### src/rtl/loop_repeat_pkg.sv
package loop_repeat_pkg;

    typedef enum logic [2:0] {
        CMD_NONE       = 3'd0,
        CMD_LD_START   = 3'd1,
        CMD_LD_END     = 3'd2,
        CMD_CTL_START  = 3'd3,
        CMD_CTL_END    = 3'd4,
        CMD_CTL_STATUS = 3'd5,
        CMD_CNT_IMM    = 3'd6,
        CMD_CNT_REG    = 3'd7
    } rpt_cmd_e;

    typedef enum logic [1:0] {
        RPT_IDLE = 2'd0,
        RPT_LAST = 2'd1,
        RPT_LOOP = 2'd2
    } rpt_state_e;

    localparam int SW_W    = 32;
    localparam int CNT_LSB = 16;
    localparam int CNT_W   = 12;
    localparam int CNT_MSB = CNT_LSB + CNT_W - 1;
    localparam int IMM_W   = 8;
    localparam int FLG_LSB = 2;
    localparam int FLG_MSB = FLG_LSB + 1;

    localparam logic [1:0] LEN_ONE   = 2'b00;
    localparam logic [1:0] LEN_TWO   = 2'b01;
    localparam logic [1:0] LEN_THREE = 2'b11;
    localparam logic [1:0] LEN_MANY  = 2'b10;

endpackage

### src/rtl/loop_addr_regs.sv
module loop_addr_regs #(
    parameter int AW = 32
) (
    input  logic          clk,
    input  logic          rst,
    input  logic          wr_start,
    input  logic          wr_end,
    input  logic [AW-1:0] wdata,
    output logic [AW-1:0] start_q,
    output logic [AW-1:0] end_q
);

    always_ff @(posedge clk) begin
        if (rst) begin
            start_q <= '0;
            end_q   <= '0;
        end else begin
            if (wr_start) start_q <= wdata;
            if (wr_end)   end_q   <= wdata;
        end
    end

endmodule

### src/rtl/loop_len_flags.sv
module loop_len_flags
    import loop_repeat_pkg::*;
#(
    parameter int AW = 32
) (
    input  logic [AW-1:0] start_addr,
    input  logic [AW-1:0] end_addr,
    output logic [1:0]    len_code,
    output logic          bad_range
);

    logic [AW-1:0] span;
    logic [AW-1:0] steps;

    always_comb begin
        bad_range = (end_addr < start_addr);
        span      = end_addr - start_addr;
        steps     = span >> 1;
        if (bad_range) begin
            len_code = LEN_ONE;
        end else if (steps == '0) begin
            len_code = LEN_ONE;
        end else if (steps == AW'(1)) begin
            len_code = LEN_TWO;
        end else if (steps == AW'(2)) begin
            len_code = LEN_THREE;
        end else begin
            len_code = LEN_MANY;
        end
    end

endmodule

### src/rtl/loop_repeat_ctrl.sv
module loop_repeat_ctrl
    import loop_repeat_pkg::*;
#(
    parameter int AW = 32
) (
    input  logic          clk,
    input  logic          rst,
    input  logic          cmd_valid,
    input  logic [2:0]    cmd_op,
    input  logic [31:0]   cmd_data,
    input  logic          fetch_valid,
    input  logic [AW-1:0] fetch_addr,
    output logic          redirect,
    output logic [AW-1:0] redirect_addr,
    output logic [31:0]   status_word,
    output logic [AW-1:0] start_addr,
    output logic [AW-1:0] end_addr,
    output logic          range_err
);

    localparam int WIDE_AW = (AW > SW_W) ? 1 : 0;

    rpt_cmd_e        op;
    rpt_state_e      st_q, st_d;
    logic [SW_W-1:0] sr_q, sr_d;
    logic [CNT_W-1:0] cnt_q, cnt_new;
    logic [1:0]      len_code;
    logic            wr_start, wr_end, end_hit;
    logic [AW-1:0]   addr_wdata;

    assign op = rpt_cmd_e'(cmd_op);

    generate
        if (WIDE_AW != 0) begin : g_wide
            assign addr_wdata = AW'(cmd_data);
        end else begin : g_narrow
            assign addr_wdata = cmd_data[AW-1:0];
        end
    endgenerate

    assign wr_start = cmd_valid && (op == CMD_LD_START || op == CMD_CTL_START);
    assign wr_end   = cmd_valid && (op == CMD_LD_END   || op == CMD_CTL_END);

    loop_addr_regs #(.AW(AW)) u_addr (
        .clk      (clk),
        .rst      (rst),
        .wr_start (wr_start),
        .wr_end   (wr_end),
        .wdata    (addr_wdata),
        .start_q  (start_addr),
        .end_q    (end_addr)
    );

    loop_len_flags #(.AW(AW)) u_len (
        .start_addr (start_addr),
        .end_addr   (end_addr),
        .len_code   (len_code),
        .bad_range  (range_err)
    );

    function automatic rpt_state_e state_for(input logic [CNT_W-1:0] c);
        if (c == '0)            return RPT_IDLE;
        else if (c == CNT_W'(1)) return RPT_LAST;
        else                     return RPT_LOOP;
    endfunction

    assign cnt_q   = sr_q[CNT_MSB:CNT_LSB];
    assign end_hit = fetch_valid && (fetch_addr == end_addr);

    // next-state and status-word update
    always_comb begin
        sr_d    = sr_q;
        st_d    = st_q;
        cnt_new = '0;
        if (cmd_valid && op == CMD_CNT_IMM) begin
            cnt_new                  = CNT_W'(cmd_data[IMM_W-1:0]);
            sr_d[CNT_MSB:CNT_LSB]    = cnt_new;
            sr_d[FLG_MSB:FLG_LSB]    = len_code;
            st_d                     = state_for(cnt_new);
        end else if (cmd_valid && op == CMD_CNT_REG) begin
            cnt_new                  = cmd_data[CNT_W-1:0];
            sr_d[CNT_MSB:CNT_LSB]    = cnt_new;
            sr_d[FLG_MSB:FLG_LSB]    = len_code;
            st_d                     = state_for(cnt_new);
        end else if (cmd_valid && op == CMD_CTL_STATUS) begin
            sr_d = cmd_data;
            st_d = state_for(cmd_data[CNT_MSB:CNT_LSB]);
        end else if (end_hit) begin
            unique case (st_q)
                RPT_LOOP: begin
                    sr_d[CNT_MSB:CNT_LSB] = cnt_q - CNT_W'(1);
                    st_d = (cnt_q == CNT_W'(2)) ? RPT_LAST : RPT_LOOP;
                end
                RPT_LAST: begin
                    sr_d[CNT_MSB:CNT_LSB] = '0;
                    st_d = RPT_IDLE;
                end
                RPT_IDLE: begin
                    st_d = RPT_IDLE;
                end
                default: begin
                    st_d = RPT_IDLE;
                end
            endcase
        end
    end

    // state register
    always_ff @(posedge clk) begin
        if (rst) begin
            st_q <= RPT_IDLE;
            sr_q <= '0;
        end else begin
            st_q <= st_d;
            sr_q <= sr_d;
        end
    end

    // outputs
    always_comb begin
        redirect      = end_hit && (st_q == RPT_LOOP);
        redirect_addr = start_addr;
        status_word   = sr_q;
    end


    redirect_needs_count_chk: assert property (@(posedge clk) disable iff (rst)
        redirect |-> (status_word[CNT_MSB:CNT_LSB] > CNT_W'(1)));


    loop_decrement_chk: assert property (@(posedge clk) disable iff (rst)
        (end_hit && !cmd_valid && cnt_q > CNT_W'(1))
        |=> (cnt_q == $past(cnt_q) - CNT_W'(1)));


    fall_through_chk: assert property (@(posedge clk) disable iff (rst)
        (end_hit && !cmd_valid && cnt_q <= CNT_W'(1)) |=> (cnt_q == '0) && !redirect);


    imm_top_clear_chk: assert property (@(posedge clk) disable iff (rst)
        (cmd_valid && op == CMD_CNT_IMM) |=> (status_word[CNT_MSB:CNT_MSB-3] == 4'h0));


    idle_means_zero_chk: assert property (@(posedge clk) disable iff (rst)
        (st_q == RPT_IDLE) |-> (cnt_q == '0));


    passthrough_chk: assert property (@(posedge clk) disable iff (rst)
        (cmd_valid && (op == CMD_CNT_IMM || op == CMD_CNT_REG))
        |=> (status_word[SW_W-1:CNT_MSB+1] == $past(sr_q[SW_W-1:CNT_MSB+1])) &&
            (status_word[CNT_LSB-1:FLG_MSB+1] == $past(sr_q[CNT_LSB-1:FLG_MSB+1])) &&
            (status_word[FLG_LSB-1:0] == $past(sr_q[FLG_LSB-1:0])));

endmodule

### config.mk
export PLATFORM = sky130hd
export DESIGN_NAME = loop_repeat_ctrl
export DESIGN_NICKNAME = d
export VERILOG_FILES = /design/src/rtl/loop_repeat_pkg.sv /design/src/rtl/loop_addr_regs.sv /design/src/rtl/loop_len_flags.sv /design/src/rtl/loop_repeat_ctrl.sv
export SDC_FILE = /design/constraint.sdc
export NUM_CORES = 1
export LEC_CHECK = 0
export ABC_AREA = 1
export ABC_CLOCK_PERIOD_IN_PS = 2100
export BUFFER_PORTS_ARGS = -buffer_cell sky130_fd_sc_hd__buf_2
export CORE_MARGIN = 5
export CORE_UTILIZATION = 49
export DETAILED_ROUTE_END_ITERATION = 10
export PLACE_DENSITY_LB_ADDON = 0.12
export SYNTH_ARGS = -nofsm -noshare
export SYNTH_HDL_FRONTEND = slang
export SYNTH_SLANG_ARGS = --single-unit
### constraint.sdc
create_clock -name clk -period 2.1 [get_ports clk]
set_clock_uncertainty 0.2 [all_clocks]
set_input_delay 0.105 -clock clk [delete_from_list [all_inputs] [get_ports clk]]
set_output_delay 0.105 -clock clk [all_outputs]
set_load 0.03 [all_outputs]
## Word-level counts from Yosys, hierarchy flattened

Index checks and enable logic that the tools add are counted.

- Flip-flop bits (word level): 98
- Output and inout port bits: 130
- Word-level logic and storage cells: 74

- Add/subtract/negate cells: 2
- Magnitude comparators: 1
- Equal/unequal tests: 16
- Multiplexer cells: 24
- Bitwise gates (word level): 2
- Reductions and logical operators: 22

Operators with widths:

| kind | count |
|---|---|
| $mux W12 | 3 |
| $mux W2 | 17 |
| $eq A32 B32 Y1 | 1 |
| $logic_not A32 Y1 | 1 |
| $lt A32 B32 Y1 | 1 |
| $sub A32 B32 Y32 | 1 |
| $eq A31 B1 Y1 const B | 1 |
| $eq A31 B2 Y1 const B | 1 |
| $eq A12 B1 Y1 const B | 2 |
| $logic_not A12 Y1 | 2 |
| $pmux W12 S2 | 1 |
| $eq A12 B2 Y1 const B | 1 |
| $eq A3 B3 Y1 const B | 4 |
| $sub A12 B1 Y12 const B | 1 |
| $eq A8 B1 Y1 const B | 1 |
| $logic_not A8 Y1 | 1 |
| $mux W8 | 1 |
| $reduce_bool A4 Y1 | 2 |
| $logic_and A1 B1 Y1 | 7 |
| $eq A3 B2 Y1 const B | 2 |
| $reduce_bool A3 Y1 | 2 |
| $reduce_bool A5 Y1 | 1 |
| $mux W4 | 1 |
| $reduce_and A2 Y1 | 2 |
| 8 further kinds | 10 |

## Depth between registers and ports, before layout

Gate-level depths: netlist of run 1.

- Depth after elaboration: 8
- Mapped depth: 21
- Depth with buffers taken out: 21

## Hierarchy

From an unflattened synthesis of run 1, not the netlist that was laid out.

- Cells, all modules: 1596
- Area total of the unflattened synthesis: 8813.5 µm²

Modules (own cells, without submodules):

| module | instances | cells each | area an instance (µm²) | sequential area each (µm²) |
|---|---|---|---|---|
| loop_repeat_ctrl | 1 | 548 | 3153.0 | 680.7 |
| loop_len_flags | 1 | 675 | 3091.7 | 0.0 |
| loop_addr_regs | 1 | 373 | 2568.7 | 1281.2 |

## Least setup slack after synthesis of run 1

OpenSTA, ideal clock, no wires.

- Path kind: register to register
- Start: register u_addr.start_q[1]
- End: register sr_q[2], in the netlist status_word[2]
- Data arrival time: 2.643 ns
- Required time: 1.786 ns
- Path slack: -0.856 ns
- Cell stages (with the launch flop): 19
- Buffers on the path: 0
- Clock period less this slack: 2.956 ns
- Path through: dfxtp_1 > inv_1 > fa_1 > nand3_1 > nand3_2 > nand2_1 > nand2_2 > nand2_2 > nand2_2 > nand2_1 > nand2_1 > nand2_1 > nand2_1 > a21oi_1 > nor2_1 > nand2_1 > inv_1 > nand2_1 > a21oi_2

- Elaborated cells on any way between the ends: 11

RTL lines:

| element | RTL line | RTL |
|---|---|---|
| start: declaration | loop_addr_regs.sv:9 | `output logic [AW-1:0] start_q,` |
| start signal: assignment | loop_addr_regs.sv:18 | `if (wr_start) start_q <= wdata;` |
| $lt A32 B32 Y1 * | loop_len_flags.sv:16 | `bad_range = (end_addr < start_addr);` |
| via range_err | loop_repeat_ctrl.sv:18 | `output logic range_err` |
| $mux W2 * | loop_len_flags.sv:19 | `if (bad_range) begin` |
| $mux W2 | loop_repeat_ctrl.sv:80 | `end else if (cmd_valid && op == CMD_CNT_REG) begin` |
| $mux W2 * | loop_repeat_ctrl.sv:75 | `if (cmd_valid && op == CMD_CNT_IMM) begin` |
| end signal: assignment | loop_repeat_ctrl.sv:115 | `sr_q <= sr_d;` |
| end: declaration | loop_repeat_ctrl.sv:25 | `logic [SW_W-1:0] sr_q, sr_d;` |

Mark *: on every way through the listed nets, which the timed path passes. The rest lies on a longest branch.
A chain may end at the register's enable or synchronous reset.

## Worst setup path in the final report of run 1

- Start: register u_addr.end_q[3]
- End: output port range_err

- Cells in the longest elaborated chain, start to end: 1

Ends and longest elaborated chain:

| element | RTL line | RTL |
|---|---|---|
| start: declaration | loop_addr_regs.sv:10 | `output logic [AW-1:0] end_q` |
| start signal: assignment | loop_addr_regs.sv:19 | `if (wr_end) end_q <= wdata;` |
| $lt A32 B32 Y1 | loop_len_flags.sv:16 |  |
| end: declaration | loop_repeat_ctrl.sv:18 |  |

No other way between the ends.

==> results of run 1 <==
==> worst paths after layout <==
kind	start	to	cells past startpoint
setup / recovery	u_addr.end_q[3]$_SDFFE_PP0P_	range_err	15
hold reg to reg	u_addr.start_q[31]$_SDFFE_PP0P_	u_addr.start_q[31]$_SDFFE_PP0P_	2
hold / removal	cmd_valid	u_addr.end_q[11]$_SDFFE_PP0P_	3
setup reg to reg	u_addr.start_q[26]$_SDFFE_PP0P_	status_word[3]$_SDFFE_PP0P_	18
==> power by group through the flow <==
stage	logic, W	registers, W	clock network, W
floorplan	0.00187	0.00227	0
global placement	0.00319	0.00207	0
detailed placement	0.00322	0.00208	0
CTS	0.00352	0.00205	0.00194
global route	0.00399	0.00207	0.00201
finish	0.00367	0.00206	0.00194
==> cell type report <==
type	count	share of cell area
clock buffers	11	0.02152
inverters	248	0.07973
well taps	216	0.02290
repair buffers	448	0.2533
clock inverters	5	0.006997
flip-flops and latches	98	0.1722
multi-input cells	884	0.4434
==> cell families after synthesis <==
family | Yosys count | synth area share
simple gates | 589 | 0.3403
buf+inv | 308 | 0.1643
compound gates | 234 | 0.1560
flops | 98 | 0.2524
fa+ha+maj | 36 | 0.05891
xor+xnor | 25 | 0.02817
==> worst max-delay path, cell delays in order (launching register included) <==
cell	delay, ns
dfxtp_2	0.33
buf_4	0.14
ha_4	0.23
buf_4	0.13
nand3_2	0.08
nand3_4	0.09
nand2_2	0.07
nand2_2	0.07
nand2_2	0.08
nand2_2	0.06
nand2_2	0.08
nand2_2	0.06
nand2_4	0.09
nand2_4	0.05
a21oi_4	0.17
buf_6	0.15
==> state kept, by name (all words and copies together), names as in the netlist <==
| register | count |
|---|---|
| u_addr.end_q | 32 |
| status_word | 32 |
| st_q | 2 |
| u_addr.start_q | 32 |
==> metrics by stage <==
step / TNS (ns) / instances
after floorplan: -0.7452 / 1290
after global placement: -5.851 / 1842
after detailed placement: -6.119 / 1842
after CTS: -2.901 / 1906
after global routing: -7.157 / 1910
final: -4.498 / 1910
==> layer usage <==
metal,vias to the layer above,part of all wire,GRT usage
met4,2,0.039,0.1445
met5,-,0.00040,0
met2,483,0.47,0.5589
li1,4827,-,-
met3,93,0.074,0.05292
met1,4473,0.42,0.4419
==> synth_stat cells <==
| cell type | count |
|---|---|
| or4_1 | 1 |
| and2_4 | 1 |
| nor2_1 | 128 |
| buf_4 | 32 |
| a22oi_1 | 2 |
| o21ai_1 | 6 |
| nor4_1 | 14 |
| fa_1 | 1 |
| nand2_4 | 1 |
| nor4b_1 | 1 |
| nand2_1 | 297 |
| nor2_2 | 11 |
| o22ai_1 | 4 |
| buf_2 | 1 |
| nand3_1 | 41 |
| clkbuf_1 | 27 |
| xor2_1 | 17 |
| nor3_2 | 1 |
| and2_1 | 5 |
| nor3b_1 | 1 |
| o2111ai_1 | 2 |
| o21bai_1 | 1 |
| clkinv_1 | 3 |
| inv_1 | 234 |
| xnor2_1 | 8 |
| a21oi_1 | 97 |
| nand2_2 | 27 |
| nand4_1 | 20 |
| o211ai_1 | 1 |
| or2_1 | 1 |
| nor2_4 | 6 |
| inv_2 | 11 |
| a31oi_1 | 3 |
| dfxtp_1 | 98 |
| nand3b_1 | 7 |
| o21ai_0 | 114 |
| a21oi_2 | 1 |
| nand3_2 | 9 |
| nor3_1 | 11 |
| o221ai_1 | 2 |
| a221oi_1 | 1 |
| ha_1 | 35 |
| or2_2 | 6 |
==> timing repair <==
action	4_1_cts	5_1_grt
gates resized for setup	103	54
setup endpoints to repair	18	18
endpoints found under the hold margin	88	0
buffers inserted	14	5
pin swaps	30	15
gates cloned	1	0
hold buffers	33	0
==> metrics.log, run 1 <==
[metrics] highest-count cells in the layout ignoring fill and taps: 280 x nand2_1, 220 x inv_1, 205 x buf_4, 199 x buf_2, 117 x nor2_1
[metrics] hold crit path type: primary input to flip-flop
[metrics] number of I/O pins: 201
[metrics] DP Wirelength: 25.47 mm
[metrics] post-synthesis to final-layout area growth: 51.81%
[metrics] power per standard cell area: 649.7 nW/um^2
[metrics] post-synth top area cell: dfxtp_1
[metrics] final setup slack of the worst path: -0.4632 ns
[metrics] overflow left after global routing: 0
[metrics] area post-placement: 10,260 um^2
[metrics] total via count after detailed routing: 9,878
[metrics] post-DR vias/cell: 5.172
[metrics] Worst Setup End Kind: output pin
[metrics] GP Congestion: 1.009
[metrics] All-Layer GR Usage: 0.3394
[metrics] H-Tree Level Count: 3
[metrics] antenna violation net count after detailed routing: 0
[metrics] violations in the final reports: setup timing
[metrics] initial antenna violation count: 1
[metrics] post-route clock period utilization: 1.221
[metrics] Max transition margin: 0.5477
[metrics] number of nets in the final layout: 1,796
[metrics] dpl ws: -0.5531 ns
[metrics] Synth Net Count: 1,397
[metrics] Worst setup SP type: flip-flop
[metrics] number of buffers created by CTS: 9
[metrics] Max-cap violations: 0
[metrics] switching portion of total power: 0.4055
[metrics] average wire per cell in the routed design: 17.00 um
[metrics] peak clock frequency supported by timing: 390.1 MHz
[metrics] static leakage: 6.270 nW
[metrics] setup slack on the worst flop-to-flop path: -0.40 ns
[metrics] Finished Core Util: 0.7511
[metrics] most frequent standard cell in the layout excluding fill and tap cells: nand2_1
[metrics] area taken by flip-flops and latches: 2032 um^2
[metrics] Critical Path RT: 1.79 ns
[metrics] first-pass GRT wire length: 48.71 mm
[metrics] number of fill cells: 1,302
[metrics] critical path peak fanout: 5
[metrics] Mapped Avg Cell Area: 6.026 um^2
[metrics] final number of setup-violating endpoints: 18
[metrics] number of distinct library cell variants in the gate-level netlist after synthesis: 43
[metrics] internal power: 0.004558 W
[metrics] total design power: 0.007667 W
[metrics] detailed-routing iteration count for the pre-antenna-repair pass: 6
[metrics] quantity of I/O buffers inserted on ports: 200
[metrics] area of the core: 15,710 um^2
[metrics] master cell of the clock root buffer: clkbuf_16
[metrics] ratio of cells with drive above 1 in the final layout: 0.3843
[metrics] YS warnings: 0
[metrics] CTS sink count: 98
[metrics] Max Transition Viols Final: 0
[metrics] switching pwr: 0.003109 W
[metrics] Syn Inst Count: 1,290
[metrics] share of power burned in combinational logic: 0.478
[metrics] clk slew on worst S/H paths: 0.07 ns
[metrics] post-route DRC violation count: 0
[metrics] die area: 18,480 um^2
[metrics] run status: finished, violations left
[metrics] footprint of the multi-input gates: 5233 um^2
[metrics] area share of the largest cell type after synthesis: 0.2524
[metrics] initial core utilization: 0.4947
[metrics] setup repair after global routing missed its margin: yes
[metrics] Hold Vio Cnt, Final: 0
[metrics] via count of the first global-routing pass: 9,275
[metrics] Vert. Die Dim: 136.0 um
[metrics] kind of critical path: flip-flop to output pin
[metrics] arrival time of the worst setup path: 2.26 ns
[metrics] Tightest Pin Transition: 0.6778 ns
[metrics] main area contributors after synthesis: dfxtp_1 25%, nand2_1 14%, inv_1 11%
[metrics] maximum buffer depth of the clock tree: 2
[metrics] Mapped Area: 7774 um^2
[metrics] final routed wirelength across all metal layers: 32.48 mm
[metrics] largest voltage drop on the vdd net: 0.4373 mV
[metrics] post-synthesis sequential area ratio: 0.2524
[metrics] number of antenna cells inserted: 0
[metrics] clk_lat worst skew: 0.36 ns
[metrics] worst slack on hold paths: 0.1286 ns
[metrics] portion of total power attributed to the clock network: 0.254
[metrics] 1st-iter DRT viols: 879
[metrics] sequential share of power: 0.268
[metrics] clock tree from TritonCTS: done
[metrics] num rows: 46
[metrics] minimum clock period after layout: 2.563 ns
[metrics] summed area of non-filler cells in the final layout: 11,800 um^2
[metrics] flops & latches, synth: 98
[metrics] Die Span X: 136.0 um
[metrics] maximum number of pins on one net before global-route repair: 47
Power figures use the tool's default switching activity.
==> inputs of run 2 (changes only) <==
Settings changed: RECOVER_POWER set to 100.
==> run 2 against run 1 <==
Compared with the run above: the flow still finishes with violations (setup timing); via count shrank 0.11%; non-clock buffer count is the same; core utilization shrank 1.1 points; final area shrank 1.4%; global-route usage is the same; critical path type unchanged; critical endpoint unchanged.
==> metrics.log, run 2 (synthesis gave the netlist of run 1 again) <==
[metrics] Max Transition Viols Final: 0 (unchanged)
[metrics] Worst Setup End Kind: output pin
[metrics] DR top layer: met5
[metrics] peak clock frequency supported by timing: 389.2 MHz (-0.24%)
[metrics] final routed wirelength across all metal layers: 32.47 mm (about the same)
[metrics] antenna violation net count after detailed routing: 0 (unchanged)
[metrics] Critical Path RT: 1.79 ns (about the same)
[metrics] GP Congestion: 1.009 (unchanged)
[metrics] dominant cell type by count on the critical path: nand2_2
[metrics] arrival time of the worst setup path: 2.26 ns (about the same)
[metrics] worst slack on hold paths: 0.1309 ns (+0.002259 ns)
[metrics] Max-cap violations: 0 (unchanged)
[metrics] final number of setup-violating endpoints: 18 (unchanged)
[metrics] H-Tree Level Count: 3 (unchanged)
[metrics] CTS sink count: 98 (unchanged)
[metrics] violations in the final reports: setup timing
[metrics] setup repair after global routing missed its margin: yes
[metrics] minimum clock period after layout: 2.569 ns (+0.006138 ns)
[metrics] clk_lat worst skew: 0.36 ns (about the same)
[metrics] All-Layer GR Usage: 0.3394 (unchanged)
[metrics] portion of total power attributed to the clock network: 0.255 (about the same)
[metrics] Die Span X: 136.0 um (unchanged)
[metrics] post-route clock period utilization: 1.223 (+0.002923)
[metrics] num rows: 46 (unchanged)
[metrics] initial core utilization: 0.4947 (unchanged)
[metrics] most frequent standard cell in the layout excluding fill and tap cells: nand2_1
[metrics] Hold Vio Cnt, Final: 0 (unchanged)
[metrics] post-synthesis to final-layout area growth: 49.69%
[metrics] WL met1: 13.50 mm (unchanged)
[metrics] number of fill cells: 1,380 (+6.0%)
[metrics] number of antenna cells inserted: 0 (unchanged)
[metrics] clk slew on worst S/H paths: 0.08 ns (about the same)
[metrics] clock tree from TritonCTS: done
[metrics] detailed-routed wire length on met2: 15.24 mm (-0.35%)
[metrics] crit path buf inv count: 2 (-1)
[metrics] Worst setup SP type: flip-flop
[metrics] quantity of I/O buffers inserted on ports: 200 (unchanged)
[metrics] sequential share of power: 0.269 (about the same)
[metrics] largest voltage drop on the vdd net: 0.4389 mV (+0.37%)
[metrics] total via count after detailed routing: 9,867 (-0.11%)
[metrics] critical path peak fanout: 4 (-1)
[metrics] initial antenna violation count: 1 (unchanged)
[metrics] kind of critical path: flip-flop to output pin
[metrics] DP Wirelength: 25.47 mm (unchanged)
[metrics] post-route DRC violation count: 0 (unchanged)
[metrics] maximum number of pins on one net before global-route repair: 47 (unchanged)
[metrics] setup tns final: -4.556 ns (-0.05803 ns)
[metrics] ratio of cells with drive above 1 in the final layout: 0.3081 (-0.07615)
[metrics] area post-placement: 10,260 um^2 (unchanged)
[metrics] hold crit path type: primary input to flip-flop
[metrics] die area: 18,480 um^2 (unchanged)
[metrics] Max transition margin: 0.4514 (-0.09623)
[metrics] switching portion of total power: 0.4080 (+0.002419)
[metrics] cell class contributing the biggest share of worst-path delay: simple AND/OR/NAND/NOR gates
[metrics] number of buffers created by CTS: 9 (unchanged)
[metrics] static leakage: 5.742 nW (-8.4%)
[metrics] Tightest Pin Transition: 0.8229 ns (+0.1451 ns)
[metrics] delay of the slowest cell on the worst path: 0.36 ns (+0.03 ns)
[metrics] share of power burned in combinational logic: 0.475 (-0.003)
[metrics] area of the core: 15,710 um^2 (unchanged)
[metrics] number of I/O pins: 201 (unchanged)
[metrics] number of nets in the final layout: 1,796 (unchanged)
[metrics] summed area of non-filler cells in the final layout: 11,640 um^2 (-1.4%)
[metrics] crit-path cells: inv_4 > nand2_4 > fa_2 > nand3_2 > nand3_4 > nand2_2 > nand2_2 > nand2_2 > nand2_2 > nand2_2 > nand2_2 > nand2_4 > nand2_4 > a21oi_4 > buf_6
[metrics] 1st-iter DRT viols: 833 (-5.2%)
[metrics] switching pwr: 0.003116 W (+0.21%)
[metrics] power per standard cell area: 656.4 nW/um^2 (+1.0%)
[metrics] master cell of the clock root buffer: clkbuf_16
[metrics] first-pass GRT wire length: 48.71 mm (unchanged)
[metrics] average wire per cell in the routed design: 17.00 um (about the same)
[metrics] routed length on met3: 2.369 mm (-0.88%)
[metrics] highest-count cells in the layout ignoring fill and taps: 280 x nand2_1, 221 x inv_1, 203 x buf_4, 129 x clkbuf_1, 117 x nor2_1
[metrics] critical path's slowest cell: dfxtp_4
[metrics] via count of the first global-routing pass: 9,275 (unchanged)
[metrics] run status: finished, violations left
[metrics] maximum buffer depth of the clock tree: 2 (unchanged)
[metrics] detailed-routing iteration count for the pre-antenna-repair pass: 7 (+1)
[metrics] post-DR vias/cell: 5.166 (-0.11%)
[metrics] internal power: 0.004522 W (-0.79%)
[metrics] overflow left after global routing: 0 (unchanged)
[metrics] Vert. Die Dim: 136.0 um (unchanged)
[metrics] final setup slack of the worst path: -0.4693 ns (-0.006138 ns)
[run 2: cell count changes in the layout (fill, tap and decap cells not counted), sizes merged]
cell,before,now
buf,415,284
clkbuf,11,142
[run 2: stage by stage]
stage | std cells | worst slack, ns | utilization | power, W
5_1_grt | 1910 | -0.5955 | 0.7406 | 0.008033
6_report | 1910 | -0.4693 | 0.7406 | 0.007638
4_1_cts | 1906 | -0.4500 | 0.7377 | 0.007513
3_5_place_dp | 1842 | -0.5531 | 0.6531 | 0.005293
2_1_floorplan | 1290 | -0.3440 | - | 0.004138
3_3_place_gp | 1842 | -0.5137 | 0.6531 | 0.005265
[run 2: power by group through the flow]
stage          logic, W  clock network [W]  registers (W)
3_3_place_gp    0.00319                  0        0.00207
4_1_cts         0.00352            0.00194        0.00205
5_1_grt         0.00396            0.00201        0.00207
2_1_floorplan   0.00187                  0        0.00227
6_report        0.00363            0.00195        0.00206
3_5_place_dp    0.00322                  0        0.00208
[run 2: worst paths after layout]
path	startpoint	endpoint	slack, ns	cells after the start
hold / removal	cmd_valid	u_addr.end_q[11]$_SDFFE_PP0P_	0.13	3
hold reg to reg	u_addr.start_q[31]$_SDFFE_PP0P_	u_addr.start_q[31]$_SDFFE_PP0P_	0.29	2
setup reg to reg	u_addr.end_q[26]$_SDFFE_PP0P_	status_word[3]$_SDFFE_PP0P_	-0.41	17
setup / recovery	u_addr.end_q[0]$_SDFFE_PP0P_	range_err	-0.47	15
[run 2: worst reg2reg max path, cell delays in order (launching register included)]
cell	delay (ns)
dfxtp_1	0.50
ha_4	0.27
a21oi_1	0.23
nand2_1	0.11
inv_1	0.07
nand2_1	0.05
a21oi_1	0.17
nand2_1	0.07
nand2_1	0.06
nand2_1	0.05
nor2_1	0.08
nand2_1	0.10
nor2_4	0.13
nand3_1	0.08
nand2_1	0.06
inv_1	0.04
nand2_1	0.05
a21oi_1	0.05
[run 2: cell type report]
cell class | instances | area [um^2] | area share
clock inverter | 5 | 82.58 | 0.007097
clock buffer | 11 | 254.0 | 0.02183
inverter | 248 | 940.9 | 0.08086
tap | 216 | 270.3 | 0.02323
timing repair buffer | 448 | 2824 | 0.2427
multi-input combinational | 884 | 5233 | 0.4497
sequential | 98 | 2032 | 0.1746
[run 2: routing by layer]
| layer | GRT usage | vias to the layer above |
|---|---|---|
| met4 | 0.1445 | 2 |
| met3 | 0.05292 | 91 |
| met5 | 0 | - |
| met1 | 0.4419 | 4514 |
| met2 | 0.5589 | 435 |
| li1 | - | 4825 |
[run 2: timing repair]
item | in CTS | in global routing
resized for setup | 103 | 54
hold buffers | 33 | 0
hold endpoints to repair | 88 | 0
pin swaps | 30 | 15
gates cloned | 1 | 0
endpoints found under the setup margin | 18 | 18
setup buffers | 14 | 5
==> inputs of run 3 (changes only) <==
Settings changed: SKIP_LAST_GASP set to 1, TNS_END_PERCENT set to 20.
==> run 3 against run 2 <==
Compared with the run above: sequential share of layout area grew 0.35 points; final area shrank 1.8%; sequential power is essentially flat; the flow still finishes with violations (setup timing); total power shrank 3.2%; die area is the same; critical path depth shrank 6; core utilization shrank 1.4 points; setup slack lost 0.096 ns.
==> metrics.log, run 3 (synthesis gave the netlist of run 1 again) <==
[metrics] dpl ws: -0.5239 ns (+0.02917 ns)
[metrics] summed area of non-filler cells in the final layout: 11,420 um^2 (-1.8%)
[metrics] Max transition margin: 0.5502 (+0.09874)
[metrics] crit path buf inv count: 4 (+2)
[metrics] final cell count without fillers: 1,887 (-1.2%)
[metrics] ratio of cells with drive above 1 in the final layout: 0.3256 (+0.01741)
[metrics] initial core utilization: 0.4947 (unchanged)
[metrics] largest voltage drop on the vdd net: 0.4296 mV (-2.1%)
[metrics] arrival time of the worst setup path: 2.36 ns (+0.10 ns)
[metrics] share of power burned in combinational logic: 0.490 (+0.015)
[metrics] sequential share of power: 0.277 (+0.008)
[metrics] dominant cell type by count on the critical path: buf_4
[metrics] final routed wirelength across all metal layers: 33.02 mm (+1.7%)
[metrics] antenna violation net count after detailed routing: 0 (unchanged)
[metrics] highest-count cells in the layout ignoring fill and taps: 281 x nand2_1, 226 x inv_1, 186 x buf_4, 130 x buf_2, 116 x nor2_1
[metrics] depth of the most critical reg-to-reg path: 19 (+2)
[metrics] master cell of the clock root buffer: clkbuf_16
[metrics] kind of critical path: flip-flop to output pin
[metrics] initial antenna violation count: 1 (unchanged)
[metrics] number of antenna cells inserted: 0 (unchanged)
[metrics] total via count after detailed routing: 9,912 (+0.46%)
[metrics] portion of total power attributed to the clock network: 0.233 (-0.022)
[metrics] power per standard cell area: 647.3 nW/um^2 (-1.4%)
[metrics] detailed-routing iteration count for the pre-antenna-repair pass: 6 (-1)
[metrics] post-synthesis to final-layout area growth: 46.93%
[metrics] clock tree from TritonCTS: done
[metrics] H-Tree Level Count: 3 (unchanged)
[metrics] Tightest Pin Transition: 0.6740 ns (-0.1489 ns)
[metrics] run status: finished, violations left
[metrics] hold-critical path depth: 6 (+3)
[metrics] area of the core: 15,710 um^2 (unchanged)
[metrics] area post-placement: 10,160 um^2 (-1.0%)
[metrics] Max Transition Viols Final: 0 (unchanged)
[metrics] minimum clock period after layout: 2.665 ns (+0.09570 ns)
[metrics] end of the worst register-to-register path: status_word[3]$_SDFFE_PP0P_
[metrics] average wire per cell in the routed design: 17.50 um (+2.9%)
[metrics] setup slack on the worst flop-to-flop path: -0.38 ns (+0.03 ns)
[metrics] 1st-iter DRT viols: 886 (+6.4%)
[metrics] cell class contributing the biggest share of worst-path delay: simple AND/OR/NAND/NOR gates
[metrics] DP Wirelength: 25.67 mm (+0.79%)
[metrics] number of I/O pins: 201 (unchanged)
[metrics] die area: 18,480 um^2 (unchanged)
[metrics] maximum buffer depth of the clock tree: 2 (unchanged)
[metrics] static leakage: 5.839 nW (+1.7%)
[metrics] hold path startpoint: cmd_op[0]
[metrics] critical path's slowest cell: dfxtp_1
[metrics] via count of the first global-routing pass: 9,354 (+0.85%)
[metrics] Worst Setup End Kind: output pin
[metrics] cell depth of the worst setup path: 9 (-6)
[metrics] worst hold path endpoint: st_q[0]$_SDFFE_PP0P_
[metrics] first-pass GRT wire length: 49.89 mm (+2.4%)
[metrics] peak clock frequency supported by timing: 375.2 MHz (-3.6%)
[metrics] switching pwr: 0.003128 W (+0.37%)
[metrics] post-DR vias/cell: 5.253 (+1.7%)
[metrics] violations in the final reports: setup timing
[metrics] maximum number of pins on one net before global-route repair: 63 (+34%)
[metrics] internal power: 0.004266 W (-5.7%)
[metrics] origin of the critical flop-to-flop path: u_addr.end_q[3]$_SDFFE_PP0P_
[metrics] All-Layer GR Usage: 0.3495 (+0.01003)
[metrics] setup repair after global routing missed its margin: yes
[metrics] Vert. Die Dim: 136.0 um (unchanged)
[metrics] delay of the slowest cell on the worst path: 0.35 ns (about the same)
[metrics] post-route clock period utilization: 1.269 (+0.04557)
[metrics] Max-cap violations: 0 (unchanged)
[metrics] CTS sink count: 98 (unchanged)
[metrics] number of buffers created by CTS: 9 (unchanged)
[metrics] Die Span X: 136.0 um (unchanged)
[metrics] GP Congestion: 1.024 (+1.5%)
[metrics] overflow left after global routing: 0 (unchanged)
[metrics] quantity of I/O buffers inserted on ports: 200 (unchanged)
[metrics] most frequent standard cell in the layout excluding fill and tap cells: nand2_1
[metrics] post-route DRC violation count: 0 (unchanged)
[metrics] Critical Path RT: 1.79 ns (about the same)
[metrics] clk_lat worst skew: 0.36 ns (about the same)
[metrics] num rows: 46 (unchanged)
[metrics] crit path launch: u_addr.end_q[4]$_SDFFE_PP0P_
[metrics] hold crit path type: primary input to flip-flop
[metrics] Hold Vio Cnt, Final: 0 (unchanged)
[metrics] worst slack on hold paths: 0.1062 ns (-0.02472 ns)
[metrics] crit-path cells: buf_4 > xnor2_1 > buf_4 > buf_4 > o2111ai_2 > nor3_2 > nand4_1 > nor3_2 > buf_4
[metrics] number of nets in the final layout: 1,773 (-1.3%)
[metrics] final setup slack of the worst path: -0.5650 ns (-0.09570 ns)
[metrics] switching portion of total power: 0.4230 (+0.01504)
[metrics] Worst setup SP type: flip-flop
[metrics] critical path peak fanout: 3 (-1)
[metrics] Inst Count DP: 1,826 (-0.87%)
[metrics] final number of setup-violating endpoints: 18 (unchanged)
[metrics] clk slew on worst S/H paths: 0.07 ns (about the same)
run 3: worst max path at each step:
| stage | to | slack (ns) |
|---|---|---|
| floorplan | status_word[2]$_SDFFE_PP0P_ | -0.34 |
| global placement | status_word[2]$_SDFFE_PP0P_ | -0.56 |
| detailed placement | status_word[3]$_SDFFE_PP0P_ | -0.52 |
| CTS | range_err | -0.48 |
| global route | redirect | -0.62 |
| finish | redirect | -0.57 |
run 3: layer usage:
layer	global-route usage	vias up	share of wire
li1	-	4785	-
met1	0.4563	4561	0.41
met2	0.5805	470	0.47
met3	0.05403	94	0.076
met4	0.1361	2	0.041
met5	0	-	0.00036
run 3: power by group through the flow:
stage	Clock [W]	Combinational, W	Sequential [W]
after CTS	0.00173	0.00347	0.00205
after detailed placement	0	0.00322	0.00208
after global placement	0	0.00320	0.00207
final	0.00172	0.00362	0.00205
after floorplan	0	0.00186	0.00227
after global routing	0.00180	0.00395	0.00206
run 3: through the flow:
stage	util	power (W)	TNS, ns
after floorplan	-	0.004137	-1.265
after global placement	0.6464	0.005272	-6.609
after detailed placement	0.6464	0.005291	-6.240
after CTS	0.7152	0.007246	-5.550
after global routing	0.7269	0.007814	-7.259
final	0.7269	0.007394	-5.258
run 3: cell type report:
class                   count  area (um^2)
inverters                 248        945.9
well taps                 216        270.3
multi-input cells         884         5125
clock buffers              11        254.0
fillers                  1389         4290
flip-flops and latches     98         2034
repair buffers            425         2749
clock inverters             5        43.79
run 3: tightest hold or removal path: cells and delay by family:
kind / cells / cell delay (ns)
AOI/OAI and AO/OA: 1 / 0.10
and+or+nand+nor: 3 / 0.20
buffers and inverters: 2 / 0.22
run 3: repair_timing:
item,in CTS,in global routing
pin swaps,20,23
endpoints found under the setup margin,18,18
gates resized for setup,61,72
setup buffers,7,5
hold buffers,33,0
endpoints found under the hold margin,88,0
